`src/rtl/fcd_pkg.sv`:
```
package fcd_pkg;

  typedef enum logic [3:0] {
    ST_READ, ST_UNL1, ST_UNL2, ST_SETUP, ST_UNL3, ST_UNL4,
    ST_LOAD, ST_ERASE, ST_SUSP
  } seq_state_t;

  localparam logic [2:0] MODE_READ   = 3'd0;
  localparam logic [2:0] MODE_UNLOCK = 3'd1;
  localparam logic [2:0] MODE_SETUP  = 3'd2;
  localparam logic [2:0] MODE_LOAD   = 3'd3;
  localparam logic [2:0] MODE_ERASE  = 3'd4;
  localparam logic [2:0] MODE_SUSP   = 3'd5;

  localparam logic [7:0] BYTE_UNL_A  = 8'hAA;
  localparam logic [7:0] BYTE_UNL_B  = 8'h55;
  localparam logic [7:0] BYTE_SETUP  = 8'h80;
  localparam logic [7:0] BYTE_SECTOR = 8'h30;
  localparam logic [7:0] BYTE_SUSP   = 8'hB0;
  localparam logic [7:0] BYTE_RESET  = 8'hF0;

  localparam int unsigned UNLOCK_W   = 11;
  localparam logic [UNLOCK_W-1:0] ADR_UNL_A = 11'h555;
  localparam logic [UNLOCK_W-1:0] ADR_UNL_B = 11'h2AA;

  function automatic logic [2:0] mode_of(seq_state_t s);
    case (s)
      ST_UNL1, ST_UNL2:          mode_of = MODE_UNLOCK;
      ST_SETUP, ST_UNL3, ST_UNL4: mode_of = MODE_SETUP;
      ST_LOAD:                   mode_of = MODE_LOAD;
      ST_ERASE:                  mode_of = MODE_ERASE;
      ST_SUSP:                   mode_of = MODE_SUSP;
      default:                   mode_of = MODE_READ;
    endcase
  endfunction

  function automatic int unsigned window_cycles(int unsigned mhz, int unsigned us);
    window_cycles = mhz * us;
  endfunction

  function automatic int unsigned erase_len(int unsigned per_sector, int unsigned nsect);
    erase_len = per_sector * nsect;
  endfunction

endpackage

```
`src/rtl/fcd_bus_capture.sv`:
```
module fcd_bus_capture #(
  parameter int unsigned ADDR_W = 19
) (
  input  logic              clk,
  input  logic              rst_n,
  input  logic              ce_n,
  input  logic              we_n,
  input  logic [ADDR_W-1:0] addr,
  input  logic [7:0]        data,
  output logic              wr_active,
  output logic              wr_start,
  output logic              wr_end,
  output logic [ADDR_W-1:0] cap_addr,
  output logic [7:0]        cap_data
);
  logic wr_q;

  // both strobes low forms a write; edges of that window mark capture points
  assign wr_active = ~ce_n & ~we_n;
  assign wr_start  = wr_active & ~wr_q;
  assign wr_end    = ~wr_active & wr_q;

  always_ff @(posedge clk or negedge rst_n) begin
    if (!rst_n) begin
      wr_q     <= 1'b0;
      cap_addr <= '0;
      cap_data <= '0;
    end else begin
      wr_q <= wr_active;
      if (wr_start)  cap_addr <= addr;
      if (wr_active) cap_data <= data;
    end
  end

  p_addr_at_later_fall_r3: assert property (@(posedge clk) disable iff (!rst_n)
    wr_start |=> cap_addr == $past(addr));

  p_data_last_active_r3: assert property (@(posedge clk) disable iff (!rst_n)
    wr_active |=> cap_data == $past(data));

endmodule

```
`src/rtl/fcd_countdown.sv`:
```
module fcd_countdown #(
  parameter int unsigned W = 8
) (
  input  logic         clk,
  input  logic         rst_n,
  input  logic         load,
  input  logic [W-1:0] load_val,
  input  logic         run,
  output logic [W-1:0] cnt,
  output logic         zero
);
  always_ff @(posedge clk or negedge rst_n) begin
    if (!rst_n)                   cnt <= '0;
    else if (load)                cnt <= load_val;
    else if (run && cnt != '0)    cnt <= cnt - 1'b1;
  end

  assign zero = (cnt == '0);

  p_no_wrap_r10: assert property (@(posedge clk) disable iff (!rst_n)
    (!load && zero) |=> zero);

  p_step_one_r4: assert property (@(posedge clk) disable iff (!rst_n)
    (!load && run && !zero) |=> cnt == $past(cnt) - 1'b1);

endmodule

```
`src/rtl/flash_cmd_decoder.sv`:
```
module flash_cmd_decoder
  import fcd_pkg::*;
#(
  parameter int unsigned ADDR_W    = 19,
  parameter int unsigned SECT_W    = 3,
  parameter int unsigned CLK_MHZ   = 100,
  parameter int unsigned WINDOW_US = 50,
  parameter int unsigned ERASE_CYC = 400
) (
  input  logic                  clk,
  input  logic                  rst_n,
  input  logic                  ce_n,
  input  logic                  we_n,
  input  logic [ADDR_W-1:0]     addr,
  input  logic [7:0]            data,
  output logic [2:0]            mode,
  output logic [(1<<SECT_W)-1:0] sect_sel,
  output logic                  rd_status
);
  localparam int unsigned NSECT   = 1 << SECT_W;
  localparam int unsigned WIN_CYC = window_cycles(CLK_MHZ, WINDOW_US);
  localparam int unsigned WIN_W   = $clog2(WIN_CYC + 1);
  localparam int unsigned BUSY_W  = $clog2(erase_len(ERASE_CYC, NSECT) + 1);

  logic              wr_active, wr_start, wr_end;
  logic [ADDR_W-1:0] cap_addr;
  logic [7:0]        cap_data;

  fcd_bus_capture #(.ADDR_W(ADDR_W)) u_cap (
    .clk(clk), .rst_n(rst_n), .ce_n(ce_n), .we_n(we_n),
    .addr(addr), .data(data),
    .wr_active(wr_active), .wr_start(wr_start), .wr_end(wr_end),
    .cap_addr(cap_addr), .cap_data(cap_data)
  );

  seq_state_t st, st_n;
  logic [NSECT-1:0] sel_q, sel_n;

  // named internal events
  logic cmd_ev, is_unl_a, is_unl_b, is_setup, is_sector, is_susp, is_reset;
  logic [SECT_W-1:0] ev_sect, rd_sect;
  logic set_bit, win_load, win_run, win_zero, win_expire;
  logic busy_load, busy_run, busy_zero, erase_done;
  logic [WIN_W-1:0]  win_cnt;
  logic [BUSY_W-1:0] busy_cnt, busy_init;
  logic unused_addr_bits;

  assign cmd_ev    = wr_end;
  assign ev_sect   = cap_addr[ADDR_W-1 -: SECT_W];
  assign rd_sect   = addr[ADDR_W-1 -: SECT_W];
  assign is_unl_a  = cap_addr[UNLOCK_W-1:0] == ADR_UNL_A && cap_data == BYTE_UNL_A;
  assign is_unl_b  = cap_addr[UNLOCK_W-1:0] == ADR_UNL_B && cap_data == BYTE_UNL_B;
  assign is_setup  = cap_addr[UNLOCK_W-1:0] == ADR_UNL_A && cap_data == BYTE_SETUP;
  assign is_sector = cap_data == BYTE_SECTOR;
  assign is_susp   = cap_data == BYTE_SUSP;
  assign is_reset  = cap_data == BYTE_RESET;
  assign unused_addr_bits = ^cap_addr;

  assign win_run    = (st == ST_LOAD) && !wr_active;
  assign win_expire = (st == ST_LOAD) && !wr_active && !wr_end && win_zero;
  assign busy_run   = (st == ST_ERASE);
  assign erase_done = (st == ST_ERASE) && busy_zero;
  assign busy_init  = BUSY_W'(erase_len(ERASE_CYC, $countones(sel_q)) - 1);

  always_comb begin
    st_n      = st;
    set_bit   = 1'b0;
    win_load  = 1'b0;
    busy_load = 1'b0;
    case (st)
      ST_READ:  if (cmd_ev) st_n = is_unl_a ? ST_UNL1 : ST_READ;
      ST_UNL1:  if (cmd_ev) st_n = (is_unl_b && !is_reset) ? ST_UNL2 : ST_READ;
      ST_UNL2:  if (cmd_ev) st_n = is_setup ? ST_SETUP : ST_READ;
      ST_SETUP: if (cmd_ev) st_n = is_unl_a ? ST_UNL3 : ST_READ;
      ST_UNL3:  if (cmd_ev) st_n = is_unl_b ? ST_UNL4 : ST_READ;
      ST_UNL4: begin
        if (cmd_ev) begin
          if (is_sector) begin
            st_n = ST_LOAD; set_bit = 1'b1; win_load = 1'b1;
          end else begin
            st_n = ST_READ;
          end
        end
      end
      ST_LOAD: begin
        if (cmd_ev) begin
          if (is_sector) begin
            set_bit = 1'b1; win_load = 1'b1;
          end else if (is_susp) begin
            st_n = ST_SUSP; busy_load = 1'b1;
          end else begin
            st_n = ST_READ;
          end
        end else if (win_expire) begin
          st_n = ST_ERASE; busy_load = 1'b1;
        end
      end
      ST_ERASE: begin
        if (erase_done)            st_n = ST_READ;
        else if (cmd_ev && is_susp) st_n = ST_SUSP;
      end
      ST_SUSP:  if (cmd_ev && is_sector) st_n = ST_ERASE;
      default:  st_n = ST_READ;
    endcase
  end

  always_comb begin
    sel_n = sel_q;
    if (st_n == ST_READ) sel_n = '0;
    else if (set_bit)    sel_n[ev_sect] = 1'b1;
  end

  always_ff @(posedge clk or negedge rst_n) begin
    if (!rst_n) begin
      st    <= ST_READ;
      sel_q <= '0;
    end else begin
      st    <= st_n;
      sel_q <= sel_n;
    end
  end

  fcd_countdown #(.W(WIN_W)) u_window (
    .clk(clk), .rst_n(rst_n), .load(win_load),
    .load_val(WIN_W'(WIN_CYC - 1)), .run(win_run),
    .cnt(win_cnt), .zero(win_zero)
  );

  fcd_countdown #(.W(BUSY_W)) u_busy (
    .clk(clk), .rst_n(rst_n), .load(busy_load),
    .load_val(busy_init), .run(busy_run),
    .cnt(busy_cnt), .zero(busy_zero)
  );

  assign mode      = mode_of(st);
  assign sect_sel  = sel_q;
  assign rd_status = (st == ST_ERASE) || ((st == ST_SUSP) && sel_q[rd_sect]);

  // assertions next to the sequencing logic
  p_read_map_empty_r10: assert property (@(posedge clk) disable iff (!rst_n)
    (mode == MODE_READ) |-> (sect_sel == '0));

  p_sector_enters_load_r2: assert property (@(posedge clk) disable iff (!rst_n)
    (st == ST_UNL4 && cmd_ev && is_sector) |=> (mode == MODE_LOAD && sect_sel != '0));

  p_expire_starts_erase_r4: assert property (@(posedge clk) disable iff (!rst_n)
    win_expire |=> (mode == MODE_ERASE));

  p_erase_ignores_reset_r8: assert property (@(posedge clk) disable iff (!rst_n)
    (st == ST_ERASE && cmd_ev && is_reset && !busy_zero) |=> (mode == MODE_ERASE));

  p_suspend_freezes_r9: assert property (@(posedge clk) disable iff (!rst_n)
    (st == ST_SUSP && !(cmd_ev && is_sector)) |=> $stable(busy_cnt));

  p_done_wins_r11: assert property (@(posedge clk) disable iff (!rst_n)
    erase_done |=> (mode == MODE_READ));

  p_window_held_r4: assert property (@(posedge clk) disable iff (!rst_n)
    (st == ST_LOAD && wr_active) |=> $stable(win_cnt));

  p_status_in_erase_r12: assert property (@(posedge clk) disable iff (!rst_n)
    (mode == MODE_ERASE) |-> rd_status);

endmodule

```
`config.mk`:
```
export PLATFORM = sky130hd
export DESIGN_NAME = flash_cmd_decoder
export DESIGN_NICKNAME = d
export VERILOG_FILES = /design/src/rtl/fcd_pkg.sv /design/src/rtl/fcd_bus_capture.sv /design/src/rtl/fcd_countdown.sv /design/src/rtl/flash_cmd_decoder.sv
export SDC_FILE = /design/constraint.sdc
export NUM_CORES = 1
export LEC_CHECK = 0
export BUFFER_PORTS_ARGS = -buffer_cell sky130_fd_sc_hd__buf_2
export CAP_MARGIN = 20
export CORE_MARGIN = 5
export CORE_UTILIZATION = 55
export CTS_CLUSTER_SIZE = 16
export DETAILED_ROUTE_END_ITERATION = 16
export GPL_TIMING_DRIVEN = 0
export MAX_ROUTING_LAYER = met4
export PLACE_DENSITY = 0.82
export SKIP_LAST_GASP = 1
export SLEW_MARGIN = 40
export SYNTH_ARGS = -nofsm -noshare
export SYNTH_HDL_FRONTEND = slang
export SYNTH_SLANG_ARGS = --single-unit
```
`constraint.sdc`:
```
create_clock -name clk -period 7.16 [get_ports clk]
set_clock_uncertainty 0.15 [all_clocks]
set_input_delay 0.716 -clock clk [delete_from_list [all_inputs] [get_ports clk]]
set_output_delay 0.716 -clock clk [all_outputs]
set_load 0.05 [all_outputs]
```
## Word level (Yosys, flattened, before mapping)

Memories as Yosys holds them, arrays and structs flattened.
Index checks and enable logic that the tools add are counted.

- Flip-flop bits (word level): 65
- Memory bits (read-only): 48
- Bits of input ports: 31
- Output and inout bits: 12
- Logic and storage cells: 112
- Memories: 1

- $add $sub $neg: 10
- $mul: 1
- Order comparisons: 3
- Eq/ne operators: 16
- Multiplexer cells: 38
- Bitwise gates (word level): 8
- Reductions and logical operators: 28

Memories:

| memory | depth | bits a word | read ports | clocked after memory_dff | write ports | line | source |
|---|---|---|---|---|---|---|---|
| (no name shown) | 16 | 3 | 1 | 0 | 0 | fcd_pkg.sv:27 | `case (s)` |

Operators by type and width:

| operator | number |
|---|---|
| two-way mux 4 bit | 13 |
| one-hot mux 4 bit (9 select lines) | 1 |
| == test 8 bit, second input constant | 4 |
| two-way mux 13 bit | 2 |
| two-way mux 12 bit | 2 |
| subtractor 12 x 1 -> 12 bit, second input constant | 2 |
| == test 4 x 3 -> 1 bit, second input constant | 4 |
| two-way mux 8 bit | 2 |
| logical AND 1 bit | 14 |
| logical NOT 13 bit | 1 |
| nonzero test 13 bit | 1 |
| subtractor 13 x 1 -> 13 bit, second input constant | 1 |
| logical NOT 12 bit | 1 |
| nonzero test 12 bit | 1 |
| == test 11 x 10 -> 1 bit, second input constant | 1 |
| == test 11 bit, second input constant | 1 |
| two-way mux 1 bit | 11 |
| two-way mux 3 bit | 3 |
| adder 1 x 1 -> 2 bit | 4 |
| == test 4 x 2 -> 1 bit, second input constant | 2 |
| == test 8 x 6 -> 1 bit, second input constant | 1 |
| == test 8 x 7 -> 1 bit, second input constant | 1 |
| logical NOT 4 bit | 2 |
| < comparator 3 x 4 -> 1 bit, second input constant | 2 |
| other kinds (16) | 27 |

## Depth between registers and ports, before layout

Gate-level depths: netlist of run 1.

- Word-level depth: 12
- Gate-level depth with buffers: 17
- Depth with buffers taken out: 17

## Modules after synthesis

A second synthesis of run 1 with hierarchy kept.

- Cells, all modules: 451
- Area total of the unflattened synthesis: 4411.7 µm²

By module, submodules not included:

| module | instances | cells an instance | area each (µm²) | sequential area each (µm²) |
|---|---|---|---|---|
| flash_cmd_decoder | 1 | 199 | 1670.4 | 300.3 |
| fcd_bus_capture | 1 | 60 | 1044.8 | 700.7 |
| fcd_countdown at u_window | 1 | 103 | 898.4 | 325.3 |
| fcd_countdown at u_busy | 1 | 89 | 798.3 | 300.3 |

## Least setup slack after synthesis of run 1

No wires, ideal clock.

- Kind: reg2reg
- Start point: register sel_q[0], in the netlist sect_sel[0]
- End point: register u_busy.cnt[10]
- Library setup time: 141 ps
- Arrival: 4554 ps
- Data required time: 6869 ps
- Setup slack: 2315 ps
- Cell stages (with the launch flop): 16
- Buffers on the path: 0
- Period minus slack after synthesis: 4845 ps
- Cells stage by stage: dfrtp_1 > inv_1 > fa_1 > fa_1 > fa_1 > inv_1 > ha_1 > inv_1 > fa_1 > inv_1 > ha_1 > ha_1 > fa_1 > nor4_1 > xnor2_1 > mux2i_1

- Longest elaborated chain between the ends: 6

Ends and longest elaborated chain:

| item | line | source |
|---|---|---|
| from (decl) | flash_cmd_decoder.sv:37 | `logic [NSECT-1:0] sel_q, sel_n;` |
| from (signal assigned) | flash_cmd_decoder.sv:119 | `sel_q <= sel_n;` |
| adder 1 x 1 -> 2 bit (not written as such) | flash_cmd_decoder.sv:63 | `assign busy_init = BUSY_W'(erase_len(ERASE_CYC, $countones(sel_q)) - 1);` |
| adder 2 x 2 -> 3 bit (not written as such) | flash_cmd_decoder.sv:63 |  |
| adder 3 x 3 -> 4 bit (not written as such) | flash_cmd_decoder.sv:63 |  |
| multiplier 5 x 4 -> 8 bit | fcd_pkg.sv:42 | `erase_len = per_sector * nsect;` |
| subtractor 12 x 1 -> 12 bit | flash_cmd_decoder.sv:63 |  |
| two-way mux 12 bit | fcd_countdown.sv:14 | `else if (load) cnt <= load_val;` |
| to (signal assigned) | fcd_countdown.sv:14 |  |
| to (signal assigned) | fcd_countdown.sv:15 | `else if (run && cnt != '0) cnt <= cnt - 1'b1;` |
| to (decl) | fcd_countdown.sv:9 | `output logic [W-1:0] cnt,` |

Every way passes these cells.
A chain may end at the register's enable or synchronous reset.

## Worst setup path after layout of run 1

Same ends and word-level chain as after synthesis.

==> results of run 1 <==
registers in the layout (all words and copies together) (netlist names):
signal,count
u_cap.cap_addr,14
u_cap.wr_q,1
u_cap.cap_data,8
u_window.cnt,13
sect_sel,8
st,4
u_busy.cnt,12
routing by layer:
metal | global-route usage (%) | share of wire, %
met1 | 23.8 | 43
met2 | 32.4 | 50
met3 | 4.68 | 5.8
met4 | 8.91 | 1.8
met5 | - | 0
power by group:
part	total (mW)	leakage (nW)	switching (mW)	internal (mW)
Combinational	0.113	1.11	0.0639	0.0493
Sequential	0.389	0.724	0.0267	0.363
Clock	0.328	0.112	0.130	0.198
synthesized netlist by cell type, types with 2 or more instances:
library cell,instances
dfrtp_1,60
inv_1,29
nand2_1,29
mux2_2,23
nor2_1,21
ha_1,20
xnor2_1,20
a31oi_1,13
nor4_1,13
xor2_1,12
nand3_1,9
nor3_1,9
mux2i_1,8
a21oi_1,7
clkbuf_1,6
nor2b_1,6
o21ai_0,6
fa_1,5
or3_1,5
a2111oi_0,4
a211oi_1,4
nand4_1,4
and2_1,3
nand2b_1,3
nand3b_1,3
nor4b_1,3
or4bb_1,3
a21boi_0,2
a21o_1,2
mux4_2,2
nor3b_1,2
nor4bb_1,2
o21a_1,2
o31a_1,2
or4_1,2
final cells by class:
cell class              instances  area, µm²
multi-input cells             264       2080
clock inverters                 3       42.5
plain buffers                   8       31.3
well taps                      80        100
fillers                       543       2450
flip-flops and latches         60       1500
inverters                      29        109
repair buffers                 37        191
clock buffers                  13        179
cell families (layout without fill, tap and decap cells):
family	after synthesis	after routing	synth area share [%]
DFF	60	60	40.5
muxes	33	33	10.4
AOI/OAI and AO/OA	51	51	9.56
xor gates and xnor gates	32	32	7.57
buffers and inverters	37	90	3.78
adders and majority gates	25	25	9.46
and+or+nand+nor	123	123	18.7
worst paths after layout:
kind	to	from	slack, ns	depth (start not counted)
worst max-delay path	u_busy.cnt[10]	sect_sel[0]	2.35	15
min in group clk	u_cap.cap_addr[7]	u_cap.cap_addr[7]	0.38	1
worst min register to register	u_cap.cap_addr[7]	u_cap.cap_addr[7]	0.38	1
worst max register to register	u_busy.cnt[10]	sect_sel[0]	2.35	15
worst min-delay path	u_cap.cap_data[1]	rst_n	0.18	1
max in group asynchronous	u_window.cnt[0]	rst_n	6.30	1
critical path, cell delays in order, from the launching register on:
cell,delay [ns]
dfrtp_1,0.40
inv_1,0.08
fa_1,0.55
fa_1,0.43
fa_1,0.44
inv_1,0.06
ha_1,0.16
inv_1,0.06
fa_1,0.56
inv_1,0.10
ha_1,0.32
ha_1,0.24
fa_1,0.49
nor4_1,0.38
xnor2_1,0.17
mux2i_1,0.08
==> reports/metrics.csv, run 1 <==
stage,metric,value,unit
status,status,"finished, final reports clean",
clock_network,cts.repair.resized,0,
sta,worstMarginPinSlew,0.776,ns
routing,routed_wl,7880,µm
critical_path,worstSetupStartpointType,flop,
routing,routedWlPerCell,16.0,µm
sta,rsz0062_at_grt,no,
sta,fin_tns_setup,0,ns
yosys,synth_edf_count,0,
yosys,synthFlopType,dfrtp_1,
finish,final_nets,465,
placed_design,dp.cells,478,
power,leakagePower,1.94,nW
routing,drtIter0Drc,139,
job,cap_violations,0,
critical_path,critPathArrivalTime,4.87,ns
placed_design,place_area,4000,µm²
global_route,grt_first_pass_wirelength,13300,µm
sta,period_share,67.1,%
die,fp.dieW,92.1,µm
finish,layout_common_cells,"60 x dfrtp_1, 37 x buf_2, 29 x nand2_1, 29 x inv_1, 23 x mux2_2",
yosys,synth_top_area_share,40.5,%
sta,slew_violations,0,
die,num_rows,30,
finish,diodes,0,
power,total_power,831,µW
clock_network,clock_path_buffers,2,
placed_design,gp_congestion,0.968,
routing,antenna_left,0,
yosys,yosys-top-cells-area,"dfrtp_1 41%, mux2_2 7.0%, ha_1 6.8%",
clock_network,path_clk_slew,0.07,ns
die,dieHeight,92.1,µm
die,ios,43,
yosys,ys_seq_area_share,40.5,%
yosys,syn_nets,417,
die,start_util,55.4,%
yosys,synth-seq-cells,60,
routing,vias_per_cell,5.97,
critical_path,worstPathRequired,7.22,ns
routing,drtPass1Iterations,4,
placed_design,pre_cts_slack,2.32,ns
routing,vias,2949,
sta,worst_slack,2.35,ns
clock_network,cts_max_level,3,
yosys,postSynthAreaPerCell,10.3,µm²
global_route,grt_pass1_vias,2948,
finish,drive_above_1_share,20.8,%
placed_design,portBuffers,37,
yosys,syn-cell-area,3700,µm²
clock_network,clock-root-buffer,clkbuf_8,
yosys,yosysTopAreaCell,dfrtp_1,
die,fp.dieArea,8480,µm²
routing,drc,0,
sta,slew_headroom,47.7,%
sta,fmax,208,MHz
critical_path,cp_max_fo,4,
critical_path,endpoint_kind,flop,
yosys,synth_warnings,0,
finish,syn_to_final_growth,14.2,%
power,p_per_area,196,nW/µm²
sta,whs,0.178,ns
sta,finalSetupViolCount,0,
clock_network,cts_buffers,9,
clock_network,cts_hold_buf,0,
power,irDropWorstVdd,0.0928,mV
yosys,synthArstFlopShare,100,%
clock_network,clk_latency,0.34,ns
finish,finalInstanceArea,4230,µm²
finish,final_common_cell,dfrtp_1,
critical_path,worstSetupPathType,flop to flop,
placed_design,dp_hpwl,5810,µm
global_route,grt_max_degree,61,
finish,utilization,63.3,%
yosys,synth.distinct_cells,52,
clock_network,post-cts-setup-buffers,0,
sta,timing.final.crit_period,4.81,ns
global_route,track_usage,20.0,%
clock_network,cts.sinks,60,
die,core,6680,µm²
sta,hold_viol,0,
clock_network,cts_tree,done,
finish,instances_no_fill,494,
global_route,antenna_found_initial,0,
yosys,syn_inst,361,
hold_path,min_path_type,input port to async pin,
global_route,gr-total-overflow,0,
Power figures use the tool's default switching activity.
==> run 2: changes to the inputs <==
- CORE_UTILIZATION: 55 -> 53
- clock period: 7.16 -> 4.05 ns (I/O delays scaled with it)
==> run 2 against run 1 <==
The run now ends with negative setup slack left; total power rose by 79%; routed wire length up 6.9%; register-to-register slack worse by 2.7 ns; sequential share of layout area shrank 1.4 points; maximum frequency is 8.7% higher.
==> reports/metrics.csv, run 2 (synthesized netlist as in run 1, its figures left out) <==
stage,metric,value,unit
die,core,6790,µm²
sta,slew_headroom,47.1,%
finish,reg_top3,"u_cap.cap_addr x14, u_window.cnt x13, u_busy.cnt x12",
critical_path,reg2reg_depth,15,
hold_path,min_path_type,input port to flop,
finish,drive_above_1_share,26.9,%
critical_path,worst-path-buf-inv,5,
routing,antenna_left,0,
finish,syn_to_final_growth,19.1,%
clock_network,cts_tree,done,
sta,slew_violations,0,
sta,fmax,226,MHz
die,start_util,54.5,%
global_route,grt_pass1_vias,3093,
routing,routed_wl,8430,µm
clock_network,cts_buffers,9,
finish,layout_common_cells,"57 x dfrtp_1, 37 x buf_2, 29 x nand2_1",
global_route,antenna_found_initial,0,
power,p_comb_share,13.4,%
routing,vias,2996,
routing,vias_per_cell,5.76,
finish,diodes,0,
sta,worstMarginPinSlew,0.785,ns
placed_design,portBuffers,37,
power,pwr-share-clk,40.3,%
clock_network,clock_path_buffers,2,
global_route,grt_max_degree,61,
status,violations,negative setup slack,
power,irDropWorstVdd,0.171,mV
sta,hold_viol,0,
finish,utilization,65.0,%
sta,worst_slack,-0.373,ns
finish,final.fill_count,543,
power,seqPwrFrac,46.3,%
die,fp.dieW,93.6,µm
job,cap_violations,0,
placed_design,pre_cts_slack,-0.473,ns
critical_path,critPathTopFamily,adder cells,
status,status,"finished, violations left",
critical_path,slowest_delay,0.61,ns
power,p_int,1.09,mW
power,sw_frac_of_total,26.7,%
critical_path,endpoint_kind,flop,
sta,timing.final.crit_period,4.42,ns
critical_path,critPathArrivalTime,4.47,ns
finish,final_nets,475,
global_route,track_usage,21.4,%
placed_design,dp_hpwl,6000,µm
finish,final_common_cell,dfrtp_1,
critical_path,path_cells,inv_2 > fa_1 > fa_1 > fa_1 > inv_1 > ha_2 > inv_2 > fa_2 > inv_2 > ha_4 > ha_4 > fa_2 > buf_6 > xor2_2 > mux2i_1,
die,fp.dieArea,8760,µm²
routing,drc,0,
routing,routedWlPerCell,16.2,µm
critical_path,r2r_slack,-0.37,ns
placed_design,dp.cells,494,
global_route,grt_util_met3,5.39,%
global_route,grt_first_pass_wirelength,14400,µm
die,ios,43,
critical_path,cp_slowest_cell,fa_2,
clock_network,clk_latency,0.34,ns
finish,largest_register,u_cap.cap_addr,
critical_path,endpoint,u_busy.cnt[9],
critical_path,cp_max_fo,3,
global_route,gr-total-overflow,0,
critical_path,crit_cells,15,
sta,period_share,109,%
sta,rsz0062_at_grt,yes,
die,dieHeight,93.6,µm
power,total_power,1.49,mW
critical_path,worstPathRequired,4.10,ns
placed_design,gp_congestion,0.934,
power,p_per_area,337,nW/µm²
clock_network,cts.sinks,60,
power,switching_power,397,µW
critical_path,worstReg2RegEnd,u_busy.cnt[9],
sta,whs,0.140,ns
global_route,grt.busiest_layer,met2,
global_route,grtUsageMet2,35.4,%
routing,drtPass1Iterations,4,
finish,instances_no_fill,520,
clock_network,path_clk_slew,0.07,ns
routing,drtIter0Drc,208,
critical_path,worstSetupStartpointType,flop,
clock_network,cts_max_level,3,
critical_path,r2r-start,sect_sel[0],
global_route,grtUsageMet1,25.3,%
clock_network,clock-root-buffer,clkbuf_8,
critical_path,startpoint,sect_sel[0],
power,leakagePower,1.99,nW
critical_path,worstSetupPathType,flop to flop,
die,num_rows,30,
sta,finalSetupViolCount,3,
finish,largest_reg_flops,14,
==> run 2: changes by cell type in the layout (fill, tap and decap cells not counted), moves of 2 or more <==
cell,delta
buf_4,+8
clkbuf_8,-3
clkinv_2,+2
dfrtp_1,-3
dfrtp_2,+3
fa_1,-2
fa_2,+2
ha_1,-4
ha_4,+3
inv_1,-6
inv_2,+6
xor2_1,-2
xor2_2,+2
==> run 2: area by class of cell <==
cell class	count	area [µm²]	area share [%]
sequential	60	1510	34.1
inverter	29	109	2.47
clock buffer	11	141	3.20
timing repair buffer	47	273	6.18
multi-input combinational	264	2160	48.9
clock inverter	5	75.1	1.70
tap	96	120	2.72
buffer	8	31.3	0.709
==> run 2: what timing repair did <==
| item | 4_1_cts | 5_1_grt |
|---|---|---|
| pin swaps | 3 | 4 |
| setup buffers | 6 | 3 |
| hold buffers | 0 | 1 |
| setup endpoints to repair | 5 | 4 |
| endpoints found under the hold margin | 0 | 60 |
| gates resized for setup | 4 | 9 |
==> run 2: how the worst min path moves through the flow <==
stage / start / endpoint / slack (ns) / cells after the start
finish: data[6] / u_cap.cap_data[6] / 0.14 / 2
global route: data[1] / u_cap.cap_data[1] / 0.13 / 2
CTS: rst_n / u_cap.cap_data[1] / 0.001 / 1
detailed placement: u_window.cnt[12] / u_window.cnt[12] / 0.35 / 2
global placement: u_window.cnt[12] / u_window.cnt[12] / 0.33 / 2
floorplan: rst_n / sect_sel[0] / -0.04 / 0
==> run 2: power groups by stage <==
stage	logic (mW)	clock network, mW	registers, mW
floorplan	0.142	0	0.682
global placement	0.191	0	0.695
detailed placement	0.196	0	0.697
CTS	0.199	0.607	0.687
global route	0.216	0.644	0.695
finish	0.199	0.599	0.688
==> run 2: metal layers <==
layer	vias to the layer above	wire length (µm)
met1	1465	3440
met4	0	189
met3	19	453
met2	91	4340
li1	1421	-
met5	-	0
==> run 2: stage by stage <==
step / TNS [ns] / area [µm²]
2_1_floorplan: -1.06 / 3750
6_report: -1.02 / 4410
3_5_place_dp: -1.32 / 4070
4_1_cts: -0.965 / 4340
5_1_grt: -1.49 / 4410
3_3_place_gp: -1.07 / 4060
==> run 3: changes to the inputs <==
- CORE_UTILIZATION: 53 -> 55
- clock period: 4.05 -> 4.9 ns (I/O delays scaled with it)
==> run 3 against run 2 <==
The flow now finishes without violations; worst setup slack improved by 0.57 ns; cell area fell by 3.6%; routed wire length fell by 5.7%; die area fell by 3.2%; first-iteration DRC count fell by 31%; sequential cell count did not move; utilization fell by 1.3 points; sequential share of layout area rose by 1.2 points; largest cell class unchanged.
==> reports/metrics.csv, run 3 (synthesized netlist as in run 1, its figures left out) <==
stage,metric,value,unit
global_route,grt.busiest_layer,met2,
power,sw_frac_of_total,26.7,%
power,pwr-share-clk,39.6,%
critical_path,endpoint_kind,flop,
die,ios,43,
global_route,grtUsageMet1,23.8,%
clock_network,clk_latency,0.35,ns
power,seqPwrFrac,46.8,%
routing,drtPass1Iterations,4,
clock_network,clock-root-buffer,clkbuf_8,
critical_path,path_cells,inv_1 > fa_1 > fa_1 > fa_1 > inv_1 > ha_1 > inv_1 > fa_1 > inv_1 > ha_1 > ha_1 > fa_1 > xor2_1 > nor3_1 > xnor2_1 > mux2i_1,
clock_network,cts_max_level,3,
placed_design,portBuffers,37,
finish,diodes,0,
global_route,grtUsageMet2,32.4,%
sta,hold_viol,0,
global_route,track_usage,20.0,%
finish,finalInstanceArea,4250,µm²
routing,drc,0,
finish,multiInputGateArea,2090,µm²
finish,largest_register,u_cap.cap_addr,
placed_design,dp_hpwl,5810,µm
sta,worstMarginPinSlew,0.799,ns
sta,rsz0062_at_grt,no,
global_route,grt_first_pass_wirelength,13300,µm
placed_design,gp_congestion,0.968,
global_route,grt_pass1_vias,2948,
finish,ff_latch_area,1500,µm²
placed_design,place_area,4000,µm²
die,num_rows,30,
finish,utilization,63.7,%
power,leakagePower,1.96,nW
finish,drive_above_1_share,21.2,%
clock_network,path_clk_slew,0.07,ns
hold_path,min_path_type,input port to flop,
clock_network,clock_path_buffers,2,
critical_path,worstSetupPathType,flop to flop,
global_route,grt_util_met3,4.68,%
finish,reg_top3,"u_cap.cap_addr x14, u_window.cnt x13, u_busy.cnt x12",
routing,vias,2974,
sta,worst_slack,0.198,ns
critical_path,crit_top_cell,fa_1,
job,cap_violations,0,
finish,final.fill_count,542,
routing,routed_wl,7940,µm
clock_network,cts_tree,done,
clock_network,cts.sinks,60,
critical_path,reg2reg_depth,16,
die,dieHeight,92.1,µm
sta,finalSetupViolCount,0,
global_route,antenna_found_initial,0,
power,p_comb_share,13.7,%
sta,fin_tns_setup,0,ns
hold_path,holdPathStages,2,
critical_path,worstSetupStartpointType,flop,
sta,timing.final.crit_period,4.70,ns
power,total_power,1.22,mW
critical_path,critPathArrivalTime,4.78,ns
critical_path,worstPathRequired,4.98,ns
die,core,6680,µm²
finish,largest_reg_flops,14,
sta,fmax,213,MHz
routing,drtIter0Drc,143,
power,switching_power,325,µW
power,p_per_area,286,nW/µm²
die,fp.dieArea,8480,µm²
routing,routedWlPerCell,16.0,µm
power,irDropWorstVdd,0.137,mV
finish,layout_common_cells,"60 x dfrtp_1, 37 x buf_2, 29 x nand2_1, 29 x inv_1, 23 x mux2_2",
global_route,grt_max_degree,61,
critical_path,slowest_delay,0.56,ns
routing,vias_per_cell,6.01,
sta,period_share,96.0,%
power,p_int,892,µW
global_route,gr-total-overflow,0,
placed_design,pre_cts_slack,0.0560,ns
finish,final_common_cell,dfrtp_1,
clock_network,cts_buffers,9,
sta,slew_headroom,46.2,%
critical_path,cp_max_fo,4,
status,status,"finished, final reports clean",
finish,syn_to_final_growth,14.8,%
critical_path,cp_slowest_cell,fa_1,
sta,slew_violations,0,
routing,antenna_left,0,
die,start_util,55.4,%
finish,final_nets,466,
die,fp.dieW,92.1,µm
run 3: cell count changes in the layout (fill, tap and decap cells not counted), moves of 3 or more:
cell | before | now
buf_4 | 8 | 0
clkbuf_8 | 10 | 13
dfrtp_1 | 57 | 60
dfrtp_2 | 3 | 0
ha_1 | 16 | 20
ha_4 | 3 | 0
inv_1 | 23 | 29
inv_2 | 6 | 0
run 3: worst max-delay path, delay by kind of cell (launching register included):
| family | cells | cell delay, ns |
|---|---|---|
| adder cells (fa/ha/maj) | 8 | 3.08 |
| flip-flops | 1 | 0.40 |
| XOR/XNOR | 2 | 0.34 |
| buffers and inverters | 4 | 0.30 |
| AND/OR/NAND/NOR | 1 | 0.22 |
| multiplexers | 1 | 0.09 |
run 3: per-stage QoR:
| step | std cells | hold slack [ns] |
|---|---|---|
| after CTS | 494 | 0.0897 |
| after global routing | 495 | 0.224 |
| final | 495 | 0.224 |
| after global placement | 478 | 0.339 |
| after floorplan | 361 | 0.0444 |
| after detailed placement | 478 | 0.364 |
run 3: worst paths after layout:
path / slack [ns] / endpoint / startpoint
worst max-delay path: 0.20 / u_busy.cnt[11] / sect_sel[0]
worst min-delay path: 0.22 / u_cap.cap_addr[5] / addr[5]
worst max register to register: 0.20 / u_busy.cnt[11] / sect_sel[0]
worst min register to register: 0.38 / u_cap.cap_addr[7] / u_cap.cap_addr[7]
max in group asynchronous: 3.69 / u_window.cnt[10] / rst_n
min in group asynchronous: 0.53 / u_cap.cap_data[1] / rst_n
run 3: repair_timing:
action | CTS | global route
setup endpoints to repair | 0 | 2
gates resized for setup | 0 | 2
endpoints found under the hold margin | 0 | 4
setup buffers | 0 | 0
hold buffers | 0 | 1
run 3: layout make-up:
cell class                      instances  share of cell area, %
Clock inverter                          3                   1.00
Inverter                               29                   2.56
Buffer                                  8                  0.735
Sequential cell                        60                   35.3
Clock buffer                           13                   4.21
Tap cell                               80                   2.35
Multi-Input combinational cell        264                   49.1
Timing Repair Buffer                   38                   4.74
run 3: power groups by stage:
stage               sequential (mW)  combinational, mW  clock [mW]
floorplan                     0.563              0.118           0
global placement              0.574              0.159           0
detailed placement            0.577              0.163           0
CTS                           0.569              0.165       0.487
global route                  0.574              0.180       0.508
finish                        0.569              0.166       0.481
run 3: metal layers:
layer	share of wire, %	wire, µm
met5	0	0
met4	2.6	203
met3	5.5	438
met2	49	3890
met1	43	3420
